--- config.mk ---
export PLATFORM = sky130hd
export DESIGN_NAME = cmp_flag_unit
export DESIGN_NICKNAME = d
export VERILOG_FILES = /design/src/rtl/cmp_flag_unit.sv
export SDC_FILE = /design/constraint.sdc
export NUM_CORES = 1
export LEC_CHECK = 0
export CAP_MARGIN = 40
export CORE_ASPECT_RATIO = 1.5
export CORE_MARGIN = 2
export CORE_UTILIZATION = 55
export CTS_CLUSTER_DIAMETER = 120
export CTS_CLUSTER_SIZE = 30
export DETAILED_ROUTE_END_ITERATION = 7
export DONT_BUFFER_PORTS = 1
export PLACE_DENSITY = 0.7
export SYNTH_ARGS = -nofsm -noshare
export SYNTH_HDL_FRONTEND = slang
export SYNTH_SLANG_ARGS = --single-unit
--- constraint.sdc ---
create_clock -name clk -period 3.6 [get_ports clk]
set_clock_uncertainty 0.1 [all_clocks]
set_input_delay 0.18 -clock clk [delete_from_list [all_inputs] [get_ports clk]]
set_output_delay 0.18 -clock clk [all_outputs]
set_load 0.005 [all_outputs]
--- src/rtl/cmp_flag_unit.sv ---
module cmp_flag_unit #(
  parameter int OP_W = 16,
  parameter int LO_W = 8
) (
  input  logic            clk,
  input  logic            rst,
  input  logic            cmp_en,
  input  logic            word_sel,
  input  logic [OP_W-1:0] dst_val,
  input  logic [OP_W-1:0] src_val,
  input  logic            ctl_wr,
  input  logic [2:0]      ctl_din,
  output logic            flg_cy,
  output logic            flg_par,
  output logic            flg_aux,
  output logic            flg_zr,
  output logic            flg_sg,
  output logic            flg_ov,
  output logic            flg_dir,
  output logic            flg_ien,
  output logic            flg_trp,
  output logic            cond_gt,
  output logic            cond_ge,
  output logic            cond_lt,
  output logic            cond_le,
  output logic            cond_a,
  output logic            cond_ae,
  output logic            cond_b,
  output logic            cond_be,
  output logic            cond_eq,
  output logic            cond_ne
);

  localparam int NIB_W = 4;

  logic [OP_W:0]  wide_diff;
  logic [LO_W:0]  byte_diff;
  logic [NIB_W:0] nib_diff;

  assign wide_diff = {1'b0, dst_val} - {1'b0, src_val};
  assign byte_diff = {1'b0, dst_val[LO_W-1:0]} - {1'b0, src_val[LO_W-1:0]};
  assign nib_diff  = {1'b0, dst_val[NIB_W-1:0]} - {1'b0, src_val[NIB_W-1:0]};

  logic d_top, s_top, r_top;
  logic nx_cy, nx_par, nx_aux, nx_zr, nx_sg, nx_ov;

  assign d_top = word_sel ? dst_val[OP_W-1]   : dst_val[LO_W-1];
  assign s_top = word_sel ? src_val[OP_W-1]   : src_val[LO_W-1];
  assign r_top = word_sel ? wide_diff[OP_W-1] : byte_diff[LO_W-1];

  assign nx_cy  = word_sel ? wide_diff[OP_W] : byte_diff[LO_W];
  assign nx_aux = nib_diff[NIB_W];
  assign nx_par = ~^byte_diff[LO_W-1:0];
  assign nx_zr  = word_sel ? (wide_diff[OP_W-1:0] == '0) : (byte_diff[LO_W-1:0] == '0);
  assign nx_sg  = r_top;
  assign nx_ov  = (d_top ^ s_top) & (r_top ^ d_top);

  always_ff @(posedge clk) begin
    if (rst) begin
      flg_cy  <= 1'b0;
      flg_par <= 1'b0;
      flg_aux <= 1'b0;
      flg_zr  <= 1'b0;
      flg_sg  <= 1'b0;
      flg_ov  <= 1'b0;
    end else if (cmp_en) begin
      flg_cy  <= nx_cy;
      flg_par <= nx_par;
      flg_aux <= nx_aux;
      flg_zr  <= nx_zr;
      flg_sg  <= nx_sg;
      flg_ov  <= nx_ov;
    end
  end

  always_ff @(posedge clk) begin
    if (rst) begin
      flg_dir <= 1'b0;
      flg_ien <= 1'b0;
      flg_trp <= 1'b0;
    end else if (ctl_wr) begin
      flg_dir <= ctl_din[0];
      flg_ien <= ctl_din[1];
      flg_trp <= ctl_din[2];
    end
  end

  logic sg_ne_ov;
  assign sg_ne_ov = flg_sg ^ flg_ov;

  assign cond_gt = ~flg_zr & ~sg_ne_ov;
  assign cond_ge = ~sg_ne_ov;
  assign cond_lt = sg_ne_ov;
  assign cond_le = flg_zr | sg_ne_ov;
  assign cond_a  = ~flg_cy & ~flg_zr;
  assign cond_ae = ~flg_cy;
  assign cond_b  = flg_cy;
  assign cond_be = flg_cy | flg_zr;
  assign cond_eq = flg_zr;
  assign cond_ne = ~flg_zr;

endmodule

==> key figures, run 1 <==
Flow run
  • MaxCap Viol Count: 0

Floorplanning
  • Initial Util: 57.0%
  • Die height: 68.2 microns
  • Die W: 46.8 microns
  • FP Rows: 23
  • Top-level I/O count: 59
  • Die ar.: 3190 sq um
  • Total core area: 2650 sq um

Clock tree
  • Clock Path Buffers: 2
  • Post-cts sizing count: 0
  • Clock latency on the worst-skew pair: 0.23 ns
  • Root Buffer: clkbuf_8
  • Inserted Clock Buffers: 3
  • CTS clock-pin slew for the worst setup and hold paths: 0.04 ns
  • Clock sink count: 9
  • H-tree depth: 1
  • CTS tree: done

Synth
  • Synthesized instance count: 200
  • Mapped Area: 1510 sq um
  • Post-synthesis register bit count: 9
  • Most common cell in the netlist: inv_1
  • Yosys cell types: 50
  • Synth top area cells: ha_1 (17%), dfxtp_1 (12%), inv_1 (6.0%)
  • Post-Syn Nets: 262
  • Most used flip-flop cell after synthesis: dfxtp_1
  • Biggest area consumer among synthesized cells: ha_1
  • Post-synth EDFFs: 0
  • Asr flop ratio synth: 0%
  • Average size of a mapped cell: 7.54 sq um
  • Ys Warns: 0
  • Commonest cells post-synth: inv_1 (24), ha_1 (21), o21ai_0 (14)
  • Seq/Total Area, Yosys: 11.9%
  • Yosys top cell area share: 17.4%

Critical path
  • Critical-path cell list: inv_1, ha_1, nor2b_1, o31ai_2, a21oi_1, xnor2_1, ha_1, and3_1, nand3_1, a21oi_1, o211ai_1, a311o_1, nor4_2, a32o_1
  • FF-to-FF End: cond_eq$_SDFFE_PP0P_
  • Reg2reg setup slack: 1.87 ns
  • Crit path from: src_val[1]
  • WS Path Type: in -> reg
  • Delay of the slowest cell on the worst path: 0.40 ns
  • Crit end category: flop
  • Critical R2R Launch: cond_eq$_SDFFE_PP0P_
  • Critical path peak fanout: 6
  • CP required: 3.67 ns
  • Startpoint types: primary input
  • Worst Reg-to-Reg Cells: 6
  • CP max stage cell: o31ai_2
  • Critical Path AT: 2.98 ns

GRT
  • First-pass GRT wire length: 5.26 mm
  • Vias in the first global route: 1,344
  • Initial antenna violation count: 0
  • Remaining Overflow, GRT: 0
  • Largest net degree at the start of global routing: 14
  • GRT Util Overall: 21.5%

Route
  • Post-route ant nets: 0
  • Drt pass-1 iters: 4
  • 1st-iter DRT viols: 25
  • Vias/cell: 5.92
  • DRC: 0
  • DR vias: 1,402
  • Final WL: 3.20 mm
  • Wire per inst: 13.5 microns

Min path
  • Hold WC Path Type: in -> reg
  • Hold endpoint: flg_dir$_SDFFE_PP0P_
  • Hold wc startpoint: ctl_din[0]
  • Worst Hold Depth: 2

Timing
  • Final setup viols: 0
  • Worst-margin pin slew: 0.530 ns
  • Total negative slack: 0 ns
  • Min Tclk post-route: 2.92 ns
  • Max-slew violations: 0
  • Final hold vios: 0
  • Final Hold Slack: 0.00656 ns
  • Highest clock rate: 343 MHz
  • RSZ-0062 raised after global routing: no
  • Final worst-path cycle share: 81.0%
  • Slew margin rel.: 64.4%

Layout
  • ANT cells: 0
  • # nets final: 263
  • Layout area overhead: 5.39%
  • Finished Core Util: 60.1%
  • Cell area after layout: 1590 sq um
  • Layout cell share with drive strength beyond 1: 6.50%
  • Non-Filler Instances: 237

Place
  • Dpl cells: 231
  • HPWL Detailed: 2.65 mm
  • Number of I/O port buffers: 0
  • GPL Wtd Cong: 0.869
  • Dpl cell area: 1530 sq um

Pwr
  • PwrDens: 306 nW/um^2
  • Leakage power: 0.736 nW
  • Max VDD drop: 186 uV

Outcome
  • Status: completed
[worst max-delay path, delay by kind of cell]
family / cells / cell delay (ns)
AO/OA/AOI/OAI: 6 / 1.36
XOR/XNOR: 1 / 0.33
adder cells (fa/ha/maj): 2 / 0.45
buffers and inverters: 1 / 0.02
AND/OR/NAND/NOR: 4 / 0.64
[sequential cells by signal (all words and copies together) (netlist names)]
register / count
flg_dir: 1
flg_trp: 1
flg_par: 1
cond_b: 1
cond_eq: 1
flg_aux: 1
flg_ov: 1
flg_sg: 1
flg_ien: 1
[worst max-delay path by stage]
stage	endpoint	slack, ns	cells past startpoint
after floorplan	cond_eq$_SDFFE_PP0P_	0.77	16
after global placement	cond_eq$_SDFFE_PP0P_	0.52	14
after detailed placement	cond_eq$_SDFFE_PP0P_	0.45	14
after CTS	cond_eq$_SDFFE_PP0P_	0.67	14
after global routing	cond_eq$_SDFFE_PP0P_	0.40	16
final	cond_eq$_SDFFE_PP0P_	0.68	14
[through the flow]
| stage | worst slack, ns | power [W] |
|---|---|---|
| after floorplan | 0.766 | 0.000338 |
| after global placement | 0.523 | 0.000369 |
| after detailed placement | 0.446 | 0.000373 |
| after CTS | 0.672 | 0.000490 |
| after global routing | 0.398 | 0.000540 |
| final | 0.684 | 0.000487 |
[cells in the final DEF, fill, tap and decap left out, types with 2 or more instances in the layout]
master	count
inv_1	24
ha_1	21
o21ai_0	14
nor2_1	13
nand2_1	12
a21oi_1	12
dfxtp_1	9
nand2b_1	8
mux2i_1	7
xnor2_1	6
a211oi_1	6
nor2b_1	5
a21o_1	5
xor2_1	4
nor3_1	4
clkbuf_8	3
o21a_1	2
o31ai_2	2
or2_1	2
and3_1	2
nand3_1	2
or2_2	2
nand3b_1	2
nand4_1	2
or3_1	2
nor4_1	2
nand4b_1	2
dlygate4sd3_1	2
[per-layer routing]
metal  wire length (microns)  track usage (%)  vias up
li1                        -                -      719
met1                    1350             24.2      635
met3                     136             1.58        4
met5                       0                0        -
met2                    1680             40.8       44
met4                      31             6.25        0
[where the power goes]
part / internal, W / switching [W] / leakage (nW) / total [W]
Sequential: 0.000112 / 0.0000103 / 0.0742 / 0.000123
Combinational: 0.000117 / 0.000136 / 0.639 / 0.000253
Clock: 0.0000767 / 0.0000350 / 0.0228 / 0.000112
Total: 0.000306 / 0.000181 / 0.736 / 0.000487
[kinds of logic after synthesis]
kind of cell / after synthesis / synth area share [%]
DFF: 9 / 11.9
adders and majority gates: 22 / 18.7
and+or+nand+nor: 65 / 23.9
buffers and inverters: 30 / 7.96
muxes: 7 / 4.64
AOI/OAI and AO/OA: 57 / 27.0
xor gates and xnor gates: 10 / 5.80
[layout make-up]
class	instances	area [sq um]
clock buffer	4	45.0
fill	257	1060
inverter	24	90.1
multi-input combinational	161	1210
sequential	9	180
tap	37	46.3
timing repair buffer	2	20.0
[repair_timing]
action	in CTS	in global routing
endpoints found under the hold margin	8	0
setup buffers	0	0
setup endpoints to repair	0	0
hold buffers	2	0
Note: power is estimated with default switching activity, not from simulation.
==> inputs of run 2 (changes only) <==
--- a/config.mk
+++ b/config.mk
@@ -13,7 +13,7 @@
 export CTS_CLUSTER_SIZE = 30
 export DETAILED_ROUTE_END_ITERATION = 7
 export DONT_BUFFER_PORTS = 1
-export PLACE_DENSITY = 0.7
+export PLACE_DENSITY = 0.73
 export SYNTH_ARGS = -nofsm -noshare
 export SYNTH_HDL_FRONTEND = slang
 export SYNTH_SLANG_ARGS = --single-unit
==> constraint.sdc (replaced) <==
create_clock -name clk -period 2.67 [get_ports clk]
set_clock_uncertainty 0.1 [all_clocks]
set_input_delay 0.1335 -clock clk [delete_from_list [all_inputs] [get_ports clk]]
set_output_delay 0.1335 -clock clk [all_outputs]
set_load 0.005 [all_outputs]
==> run 2 against run 1 <==
The flow now finishes with violations (negative setup slack). Critical path depth is 2 higher. Largest power group unchanged. Clock power increased by 34%. Clock-buffer cell count is the same. Sequential cell count did not move. Design area increased by 19%. Via count increased by 11%. Register-to-register slack lost 0.95 ns. Die area did not move. Total power up 54%.
==> key figures, run 2 (synthesized netlist as in run 1, its figures left out) <==
Clock tree
  • Inserted Clock Buffers: 3
  • CTS tree: done
  • Clock sink count: 9
  • H-tree depth: 1
  • Clock Path Buffers: 2
  • Root Buffer: clkbuf_8
  • CTS clock-pin slew for the worst setup and hold paths: 0.04 ns
  • Clock latency on the worst-skew pair: 0.22 ns

Layout
  • # nets final: 285
  • Most common cell after layout, fill and taps aside: inv_1
  • Most frequent cells in the layout: inv_1 (23), ha_1 (16), buf_4 (16)
  • ANT cells: 0
  • Cell area after layout: 1890 sq um
  • Layout cell share with drive strength beyond 1: 19.8%
  • Layout area overhead: 25.4%
  • Finished Core Util: 71.5%

Critical path
  • Delay of the slowest cell on the worst path: 0.40 ns
  • Critical-path cell list: clkinv_8, ha_4, fa_2, nor2b_4, o31ai_4, nand2b_1, a21o_1, xnor2_2, ha_2, and3_4, nand3_2, a21oi_2, o211ai_1, a311o_1, nor4_2, a32o_1
  • Crit end category: flop
  • WS Path Type: in -> reg
  • Critical R2R Launch: cond_eq$_SDFFE_PP0P_
  • Critical Path AT: 2.77 ns
  • Crit path from: dst_val[0]
  • CP required: 2.73 ns
  • Critical path peak fanout: 2
  • CP max stage cell: fa_2
  • Startpoint types: primary input

Timing
  • RSZ-0062 raised after global routing: yes
  • Slew margin rel.: 72.4%
  • Final Hold Slack: 0.00742 ns
  • Final WS setup: -0.0349 ns
  • Final hold vios: 0
  • Min Tclk post-route: 2.70 ns
  • Highest clock rate: 370 MHz
  • Max-slew violations: 0
  • Final worst-path cycle share: 101%
  • Total negative slack: -0.0349 ns
  • Worst-margin pin slew: 0.412 ns
  • Final setup viols: 1

Route
  • DR vias: 1,550
  • 1st-iter DRT viols: 57
  • Final WL: 3.98 mm
  • Vias/cell: 5.98
  • Wire per inst: 15.4 microns
  • Drt pass-1 iters: 4
  • Post-route ant nets: 0
  • DRC: 0

Place
  • Dpl cell area: 1650 sq um
  • Number of I/O port buffers: 0
  • HPWL Detailed: 2.97 mm
  • GPL Wtd Cong: 0.814

Floorplanning
  • Initial Util: 57.0%
  • FP Rows: 23
  • Die height: 68.2 microns
  • Die ar.: 3190 sq um
  • Top-level I/O count: 59
  • Total core area: 2650 sq um
  • Die W: 46.8 microns

GRT
  • Initial antenna violation count: 0
  • Remaining Overflow, GRT: 0
  • Vias in the first global route: 1,423
  • First-pass GRT wire length: 5.52 mm
  • GRT Util Overall: 22.6%
  • Largest net degree at the start of global routing: 14

Min path
  • Hold wc startpoint: rst
  • Hold WC Path Type: in -> reg

Pwr
  • Max VDD drop: 298 uV
  • Leakage power: 0.853 nW
  • Tot Pwr: 0.000750 W
  • PwrDens: 396 nW/um^2

Flow run
  • MaxCap Viol Count: 0

Outcome
  • Failing checks: negative setup slack
  • Status: finished, violations left
-- run 2: changes by cell type in the layout (fill, tap and decap cells not counted), moves of 2 or more --
cell	before	now
nor2b_1	5	3
nor2b_4	0	2
ha_1	21	16
ha_4	0	3
o31ai_4	0	2
ha_2	0	2
a21oi_1	12	10
dlygate4sd3_1	2	8
o31ai_2	2	0
buf_4	0	16
a21oi_2	0	2
-- run 2: metal layers --
metal | vias to the layer above | GRT usage, % | wire length (microns) | part of all wire (%)
li1 | 766 | - | - | -
met1 | 708 | 24.9 | 1530 | 38
met2 | 70 | 44.5 | 2200 | 55
met3 | 6 | 2.11 | 198 | 5.0
met4 | 0 | 4.17 | 56 | 1.4
met5 | - | 0 | 0 | 0
-- run 2: cell type report --
| cell class | instances | area (sq um) |
|---|---|---|
| fill | 220 | 756 |
| multi-input combinational | 161 | 1320 |
| inverter | 24 | 103 |
| sequential | 9 | 180 |
| timing repair buffer | 24 | 200 |
| clock buffer | 4 | 45.0 |
| tap | 37 | 46.3 |
-- run 2: path summary, 6_finish.rpt --
kind	endpoint	slack, ns	cells after the start
setup reg to reg	cond_eq$_SDFFE_PP0P_	0.92	6
hold / removal	cond_b$_SDFFE_PP0P_	0.007	2
hold reg to reg	flg_aux$_SDFFE_PP0P_	0.42	2
setup / recovery	cond_eq$_SDFFE_PP0P_	-0.03	16
-- run 2: repair_timing --
action | in CTS | in global routing
hold buffers | 8 | 0
endpoints found under the setup margin | 0 | 1
resized for setup | 0 | 19
endpoints found under the hold margin | 9 | 0
setup buffers | 0 | 4
-- run 2: where the power goes --
| group | total (W) | switching (W) | internal (W) |
|---|---|---|---|
| combinational | 0.000434 | 0.000219 | 0.000215 |
| clock | 0.000150 | 0.0000467 | 0.000103 |
| sequential | 0.000166 | 0.0000148 | 0.000151 |
| total | 0.000750 | 0.000280 | 0.000470 |
-- run 2: worst max-delay path: cells and delay by family --
| family | cells | cell delay [ns] |
|---|---|---|
| buffers and inverters | 1 | 0.03 |
| adder cells (fa/ha/maj) | 3 | 0.72 |
| XOR/XNOR | 1 | 0.12 |
| AO/OA/AOI/OAI | 6 | 1.00 |
| AND/OR/NAND/NOR | 5 | 0.77 |
-- run 2: metrics by stage --
stage	instances	setup slack, ns
2_1_floorplan	200	0.00505
3_3_place_gp	243	-0.0500
3_5_place_dp	243	-0.191
4_1_cts	255	0.0413
5_1_grt	259	-0.175
6_report	259	-0.0349
